<file path="src/rtl/rstc_pkg.sv">
package rstc_pkg;
  localparam int CAUSE_W = 9;

  localparam int POS_POR    = 0;
  localparam int POS_BOR    = 1;
  localparam int POS_ILL    = 2;
  localparam int POS_UNINIT = 3;
  localparam int POS_SW     = 4;
  localparam int POS_WDT    = 5;
  localparam int POS_TRAP   = 6;
  localparam int POS_EXT    = 7;
  localparam int POS_CFG    = 8;

  localparam logic [CAUSE_W-1:0] POR_VALUE = CAUSE_W'((1 << POS_POR) | (1 << POS_BOR));

  typedef struct packed {
    logic cfg_mismatch;
    logic trap_conflict;
    logic watchdog;
    logic sw_reset;
    logic security;
    logic uninit_reg;
    logic bad_opcode;
    logic brownout;
  } rst_src_t;

  function automatic logic [CAUSE_W-1:0] src_to_cause(input rst_src_t s, input logic ext);
    logic [CAUSE_W-1:0] v;
    v             = '0;
    v[POS_BOR]    = s.brownout;
    v[POS_ILL]    = s.bad_opcode | s.security;
    v[POS_UNINIT] = s.uninit_reg;
    v[POS_SW]     = s.sw_reset;
    v[POS_WDT]    = s.watchdog;
    v[POS_TRAP]   = s.trap_conflict;
    v[POS_EXT]    = ext;
    v[POS_CFG]    = s.cfg_mismatch;
    return v;
  endfunction
endpackage

</file>
<file path="src/rtl/rstc_pin_filter.sv">
module rstc_pin_filter #(
  parameter int FILT_LEN = 4
) (
  input  logic clk_i,
  input  logic rst_i,
  input  logic pin_n_i,
  output logic req_o
);
  localparam int CW = $clog2(FILT_LEN + 1);
  localparam logic [CW-1:0] CNT_MAX = CW'(FILT_LEN);
  localparam logic [CW-1:0] CNT_HIT = CW'(FILT_LEN - 1);

  logic [CW-1:0] low_cnt;
  logic          filt_q;

  always_ff @(posedge clk_i or posedge rst_i) begin
    if (rst_i) begin
      low_cnt <= '0;
      filt_q  <= 1'b0;
    end else if (pin_n_i) begin
      low_cnt <= '0;
      filt_q  <= 1'b0;
    end else begin
      if (low_cnt != CNT_MAX) low_cnt <= low_cnt + 1'b1;
      filt_q <= (low_cnt >= CNT_HIT);
    end
  end

  assign req_o = filt_q;

  // acceptance only after the full run of low samples
  assert_filter_len_R3: assert property (@(posedge clk_i) disable iff (rst_i)
    $rose(req_o) |-> ($past(low_cnt) == CNT_HIT && !$past(pin_n_i)));
  assert_filter_drop_R3: assert property (@(posedge clk_i) disable iff (rst_i)
    pin_n_i |=> !req_o);
endmodule

</file>
<file path="src/rtl/rstc_stretch.sv">
module rstc_stretch #(
  parameter int HOLD = 16
) (
  input  logic clk_i,
  input  logic rst_i,
  input  logic req_i,
  output logic sys_rst_o
);
  localparam int CW = $clog2(HOLD + 1);
  localparam logic [CW-1:0] CNT_LOAD = CW'(HOLD);

  logic [CW-1:0] cnt;
  logic          rst_q;

  always_ff @(posedge clk_i or posedge rst_i) begin
    if (rst_i) begin
      cnt   <= CNT_LOAD;
      rst_q <= 1'b1;
    end else if (req_i) begin
      cnt   <= CNT_LOAD;
      rst_q <= 1'b1;
    end else begin
      rst_q <= (cnt > CW'(1));
      if (cnt != '0) cnt <= cnt - 1'b1;
    end
  end

  assign sys_rst_o = rst_q;

  // a request raises the reset on the next cycle
  assert_req_raises_R1: assert property (@(posedge clk_i) disable iff (rst_i)
    req_i |=> sys_rst_o);
  // no early release while the hold count runs
  assert_hold_R2: assert property (@(posedge clk_i) disable iff (rst_i)
    (!req_i && cnt > CW'(1)) |=> sys_rst_o);
  assert_release_R2: assert property (@(posedge clk_i) disable iff (rst_i)
    $fell(sys_rst_o) |-> ($past(cnt) == CW'(1) && !$past(req_i)));
endmodule

</file>
<file path="src/rtl/rstc_cause_reg.sv">
module rstc_cause_reg
  import rstc_pkg::*;
(
  input  logic               clk_i,
  input  logic               rst_i,
  input  logic [CAUSE_W-1:0] hw_set_i,
  input  logic               wen_i,
  input  logic [CAUSE_W-1:0] wdata_i,
  output logic [CAUSE_W-1:0] cause_o
);
  logic [CAUSE_W-1:0] cause_q;
  logic [CAUSE_W-1:0] base;

  always_comb base = wen_i ? wdata_i : cause_q;

  always_ff @(posedge clk_i or posedge rst_i) begin
    if (rst_i) cause_q <= POR_VALUE;
    else       cause_q <= base | hw_set_i;
  end

  assign cause_o = cause_q;

  // a hardware set always lands, write or not
  for (genvar i = 0; i < CAUSE_W; i++) begin : g_bit_chk
    assert_hw_sets_R5: assert property (@(posedge clk_i) disable iff (rst_i)
      hw_set_i[i] |=> cause_o[i]);
  end

  // idle cycles keep the contents
  assert_hold_R6: assert property (@(posedge clk_i) disable iff (rst_i)
    (!wen_i && hw_set_i == '0) |=> $stable(cause_o));
  // a write alone is taken verbatim
  assert_write_R7: assert property (@(posedge clk_i) disable iff (rst_i)
    (wen_i && hw_set_i == '0) |=> (cause_o == $past(wdata_i)));
endmodule

</file>
<file path="src/rtl/rst_cause_ctrl.sv">
module rst_cause_ctrl
  import rstc_pkg::*;
#(
  parameter int FILT_LEN = 4,
  parameter int HOLD     = 16
) (
  input  logic               clk_i,
  input  logic               por_req_i,
  input  logic               bor_req_i,
  input  logic               ext_clr_n_i,
  input  logic               sw_rst_req_i,
  input  logic               wdt_req_i,
  input  logic               cfg_mismatch_req_i,
  input  logic               trap_conflict_req_i,
  input  logic               bad_opcode_req_i,
  input  logic               uninit_reg_req_i,
  input  logic               security_req_i,
  input  logic               cause_wen_i,
  input  logic [CAUSE_W-1:0] cause_wdata_i,
  output logic [CAUSE_W-1:0] cause_rdata_o,
  output logic               sys_rst_o
);
  rst_src_t           src;
  logic               ext_req;
  logic               any_req;
  logic [CAUSE_W-1:0] hw_set;

  always_comb begin
    src.brownout      = bor_req_i;
    src.bad_opcode    = bad_opcode_req_i;
    src.uninit_reg    = uninit_reg_req_i;
    src.security      = security_req_i;
    src.sw_reset      = sw_rst_req_i;
    src.watchdog      = wdt_req_i;
    src.trap_conflict = trap_conflict_req_i;
    src.cfg_mismatch  = cfg_mismatch_req_i;
  end

  assign any_req = (|src) | ext_req;
  assign hw_set  = src_to_cause(src, ext_req);

  rstc_pin_filter #(.FILT_LEN(FILT_LEN)) u_filter (
    .clk_i   (clk_i),
    .rst_i   (por_req_i),
    .pin_n_i (ext_clr_n_i),
    .req_o   (ext_req)
  );

  rstc_stretch #(.HOLD(HOLD)) u_stretch (
    .clk_i     (clk_i),
    .rst_i     (por_req_i),
    .req_i     (any_req),
    .sys_rst_o (sys_rst_o)
  );

  rstc_cause_reg u_cause (
    .clk_i    (clk_i),
    .rst_i    (por_req_i),
    .hw_set_i (hw_set),
    .wen_i    (cause_wen_i),
    .wdata_i  (cause_wdata_i),
    .cause_o  (cause_rdata_o)
  );

  // a register write never starts a reset
  assert_write_no_reset_R7: assert property (@(posedge clk_i) disable iff (por_req_i)
    (cause_wen_i && !any_req && !sys_rst_o) |=> !sys_rst_o);
  // uninitialised-register request keeps out of bit 2
  assert_uninit_apart_R9: assert property (@(posedge clk_i) disable iff (por_req_i)
    (uninit_reg_req_i && !bad_opcode_req_i && !security_req_i && !cause_wen_i)
      |=> $stable(cause_rdata_o[POS_ILL]));
endmodule

</file>
<file path="config.mk">
export PLATFORM = sky130hd
export DESIGN_NAME = rst_cause_ctrl
export DESIGN_NICKNAME = d
export VERILOG_FILES = /design/src/rtl/rstc_pkg.sv /design/src/rtl/rstc_pin_filter.sv /design/src/rtl/rstc_stretch.sv /design/src/rtl/rstc_cause_reg.sv /design/src/rtl/rst_cause_ctrl.sv
export SDC_FILE = /design/constraint.sdc
export NUM_CORES = 1
export LEC_CHECK = 0
export ABC_AREA = 1
export BUFFER_PORTS_ARGS = -buffer_cell sky130_fd_sc_hd__buf_2
export CELL_PAD_IN_SITES_DETAIL_PLACEMENT = 0
export CELL_PAD_IN_SITES_GLOBAL_PLACEMENT = 1
export CORE_ASPECT_RATIO = 0.75
export CORE_MARGIN = 3
export CORE_UTILIZATION = 39
export CTS_BUF_LIST = sky130_fd_sc_hd__clkbuf_8
export CTS_CLUSTER_DIAMETER = 100
export CTS_CLUSTER_SIZE = 8
export DETAILED_ROUTE_END_ITERATION = 10
export GPL_TIMING_DRIVEN = 1
export PLACE_DENSITY = 0.93
export SYNTH_ARGS = -nofsm -noshare
export SYNTH_HDL_FRONTEND = slang
export SYNTH_SLANG_ARGS = --single-unit
export TNS_END_PERCENT = 20
</file>
<file path="constraint.sdc">
create_clock -name clk_i -period 2.6 [get_ports clk_i]
set_clock_uncertainty 0.05 [all_clocks]
set_input_delay 0.65 -clock clk_i [delete_from_list [all_inputs] [get_ports clk_i]]
set_output_delay 0.65 -clock clk_i [all_outputs]
set_load 0.005 [all_outputs]
</file>
* Word level (Yosys, flattened, before mapping) *
Index checks and enable logic that the tools add are counted.

word-level totals
  flip-flop bits (word level) = 19
  output and inout bits = 10

cells by class
  equal/unequal tests = 1
  order comparisons = 2
  multiplexer cells = 7
  add/subtract/negate cells = 2
  reduce and logical (&&, ||, !) cells = 4
  bitwise gates (word level) = 3

operators with widths
  kind                   count
  $mux W5                2
  $mux W9                1
  $or A9 B9 Y9           1
  $reduce_or A8 Y1       1
  $mux W3                2
  $gt A5 B1 Y1 const B   1
  $reduce_bool A5 Y1     1
  $sub A5 B1 Y5 const B  1
  $reduce_bool A2 Y1     2
  $add A3 B1 Y3 const B  1
  $ge A3 B2 Y1 const B   1
  $ne A3 B3 Y1 const B   1
  $mux W1                2
  $or A1 B1 Y1           2

* Logic depth before layout (Yosys ltp) *
  depth after elaboration = 3
  mapped depth = 9
  mapped depth without buffers = 9

* Modules after synthesis *
From an unflattened synthesis, not the netlist that was laid out.

unflattened totals
  cells, all modules = 116
  area, all modules = 1041.0 um2

modules (own cells, without submodules)
  module           cells an instance  instances  seq. area each (um2)  area each (um2)
  rstc_cause_reg   48                 1          227.7                 473.0
  rstc_stretch     37                 1          152.6                 315.3
  rstc_pin_filter  23                 1          100.1                 214.0
  rst_cause_ctrl   8                  1          0.0                   38.8

* Worst setup path after synthesis *
OpenSTA, ideal clock, no wires.

  path type = register to register
  start = register u_stretch.cnt[0]
  end = register u_stretch.cnt[1]
  cell stages (with the launch flop) = 10
  period minus slack after synthesis = 1213 ps
  data arrival time = 1050 ps
  library setup time = 113 ps
  slack = 1387 ps
  cell sequence = dfrtp_1 inv_1 ha_1 inv_1 nor2_2 nand2_2 nand2_1 nand2_1 nand2_1 inv_1

between the ends
  longest elaborated chain between the ends = 3

RTL lines
  what                      RTL line            text
  start: declaration        rstc_stretch.sv:12  logic [CW-1:0] cnt;
  start signal: assignment  rstc_stretch.sv:24  if (cnt != '0) cnt <= cnt - 1'b1;
  $sub A5 B1 Y5             rstc_stretch.sv:24
  $mux W5                   rstc_stretch.sv:24
  $mux W5                   rstc_stretch.sv:19  end else if (req_i) begin

Several ways; a longest one is shown, not always the timed one. The select of a mux whose other input is x is not followed.
A chain may end at the register's enable or synchronous reset.

* Final worst setup path *
  start = register u_cause.cause_q[0] (netlist: u_cause.cause_o[0])
  end = output cause_rdata_o[0]

RTL lines
  what                      RTL line              text
  start: declaration        rstc_cause_reg.sv:11  logic [CAUSE_W-1:0] cause_q;
  start signal: assignment  rstc_cause_reg.sv:18  else cause_q <= base | hw_set_i;
  end: declaration          rst_cause_ctrl.sv:20  output logic [CAUSE_W-1:0] cause_rdata_o,

No word-level cell between the ends.

==> results.json <==
{
  "hold_viol_final": 0,
  "met3_length_um": 108,
  "cts_sinks": 19,
  "drtAntennaViolNets": 0,
  "stdcell_count": 181,
  "antenna_found_initial": 0,
  "synth_fa_ha_area_share_pct": 6.64,
  "yosysSeqAreaShare_pct": 51.0,
  "synth.top_cell.area_share_pct": 39.8,
  "place.detailed.hpwl_mm": 1.48,
  "ctsRootBufferMaster": "clkbuf_8",
  "path_class": "reg2out",
  "start_kind": "flop",
  "min_from": "u_filter.req_o",
  "vias": 819,
  "synth_nets": 142,
  "clk_path_buf_depth": 2,
  "layout-drive-gt1-share_pct": 29.5,
  "holdPathStages": 2,
  "critPathSlowestCell": "dfstp_2",
  "worst_setup_path_end_kind": "primary output",
  "synth_area_leader_cell": "dfrtp_1",
  "post-place-cells": 177,
  "cts_resized": 0,
  "fin_tns_setup_ns": 0,
  "die_y_um": 48.6,
  "synth_compound_area_share_pct": 6.11,
  "relSlewSlack_pct": 52.7,
  "cp_cell_sequence": "buf_2",
  "ys_warn_count": 0,
  "setup_ws_ns": 1.02,
  "finalWirelength_mm": 1.87,
  "fillers": 212,
  "layout.nets": 176,
  "die_area_mm2": 0.00305,
  "reg2reg_from": "u_stretch.cnt[0]",
  "h-tree-depth": 1,
  "path_buf_inv": 1,
  "clk_pin_slew_ns": 0.07,
  "ys_types": 16,
  "finalCritPeriodShare_pct": 60.9,
  "cts_tree": "done",
  "rr_endpoint": "u_stretch.cnt[1]",
  "drc": 0,
  "grt_max_degree": 20,
  "synth_top_family_by_area": "simple AND/OR/NAND/NOR gates",
  "viasPerCell": 4.52,
  "p_total_mw": 0.704,
  "gp_congestion": 0.812,
  "antenna_cells": 0,
  "syn_inst": 116,
  "die_w_um": 62.8,
  "synth-xor-area-share_pct": 0,
  "wire_per_inst_um": 10.3,
  "cts_buffers": 3,
  "r2r_slack_ns": 1.24,
  "vdd_drop_max_mv": 0.394,
  "power_density_mw_per_mm2": 600,
  "required_ns": 1.90,
  "min_to": "u_cause.cause_o[7]",
  "drv_cap": 0,
  "fp.coreArea_mm2": 0.00214,
  "grt_pass1_wl_mm": 3.13,
  "cp_top_family": "flip-flops",
  "firstDrtPassIters": 4,
  "start_util_pct": 44.1,
  "top_layer_used": "met4",
  "synthMuxAreaShare_pct": 0,
  "crit_path_max_fanout": 2,
  "ys_top_cells_by_area": "dfrtp_1 40%, nand2_1 13%, dfstp_2 11%",
  "tightest_slew_ns": 0.709,
  "period_needed_ns": 1.58,
  "grt_use_total_pct": 12.9,
  "ios": 31,
  "post_cts_buffers": 0,
  "portBuffers": 30,
  "synth_area_um2": 942,
  "synth.avg_cell_area_um2": 8.12,
  "final-max-slew-violation-count": 0,
  "synthSimpleGateAreaFrac_pct": 28.6,
  "status": "finished, final reports clean",
  "syn2layout_area_growth_pct": 24.4,
  "max_stage_delay_ns": 0.52,
  "grt_setup_unrepaired": "no",
  "clock_latency_ns": 0.25,
  "hold_ws_ns": 0.405,
  "dp_slack_ns": 1.18,
  "hold_path.class": "reg2reg",
  "p_leak_nw": 0.621,
  "postPlaceCellArea_mm2": 0.00113,
  "wl_met1_um": 950,
  "drtIter0Drc": 37,
  "cp.arrival_ns": 0.88,
  "wl_met2_um": 787,
  "final_cell_area_mm2": 0.00117,
  "gr-total-overflow": 0,
  "final_util_pct": 54.9,
  "setup_viol": 0,
  "ys_ff_latch": 19,
  "cts-hold-fix-buffers": 0,
  "reg2reg_depth": 9,
  "std_cell_rows": 14,
  "grt_pass1_vias": 710,
  "max_clock_freq_mhz": 632
}
==> cell type report <==
type / instances / area, µm² / area share (%)
clock inverter: 1 / 3.75 / 0.320
timing repair buffer: 30 / 150 / 12.8
clock buffer: 3 / 41.3 / 3.52
inverter: 18 / 67.6 / 5.76
sequential: 19 / 480 / 41.0
multi-input combinational: 78 / 389 / 33.2
tap: 32 / 40.0 / 3.42
==> placed cells by master, fill, tap and decap left out, drive strengths merged <==
cell	instances
a21oi	7
clkbuf	3
buf	30
nor3	1
nand2	34
dfrtp	15
o21ai	3
o21bai	1
dfstp	4
nand3	13
ha	5
nand3b	1
inv	19
nor2	13
==> state kept, by name (all words and copies together) (netlist names) <==
register and count:
u_cause.cause_o 9, u_stretch.cnt 5, u_filter.req_o 1, u_filter.low_cnt 3, u_stretch.sys_rst_o 1
==> worst max path at each step <==
stage                        start          endpoint  cells after the start
3_5_place_dp      bad_opcode_req_i  u_stretch.cnt[2]                      6
5_1_grt         u_cause.cause_o[0]  cause_rdata_o[0]                      1
2_1_floorplan     u_stretch.cnt[0]  u_stretch.cnt[1]                      9
6_report        u_cause.cause_o[0]  cause_rdata_o[0]                      1
4_1_cts         u_cause.cause_o[0]  cause_rdata_o[0]                      1
3_3_place_gp   trap_conflict_req_i  u_stretch.cnt[2]                      6
==> where the power goes <==
part	switching [mW]	internal (mW)	total [mW]	leakage [nW]
Clock	0.0920	0.105	0.197	0.0269
Combinational	0.0809	0.0625	0.143	0.371
Sequential	0.0250	0.339	0.364	0.223
==> worst reg2reg max path, stage by stage (launching register included) <==
cell     delay [ns]
dfrtp_1        0.41
inv_1          0.13
ha_1           0.19
inv_1          0.06
nor2_2         0.13
nand2_2        0.09
nand2_1        0.06
nand2_1        0.04
nand2_1        0.05
inv_1          0.03
==> synth_stat cells, drive strengths merged <==
master,number
inv,18
dfrtp,15
ha,5
nor3,1
nand2,34
o21bai,1
o21ai,3
dfstp,4
nand3,13
nor2,13
nand3b,1
a21oi,7
buf,1
==> layer usage <==
layer,global-route usage (%),vias up
met2,19.3,23
met5,0,-
met4,4.40,0
li1,-,427
met3,4.40,2
met1,17.4,367
==> cells by family after synthesis <==
group,after synthesis
buf+inv,19
simple gates,62
flops,19
compound gates,11
fa+ha+maj,5
(Power assumes the default switching activity.)
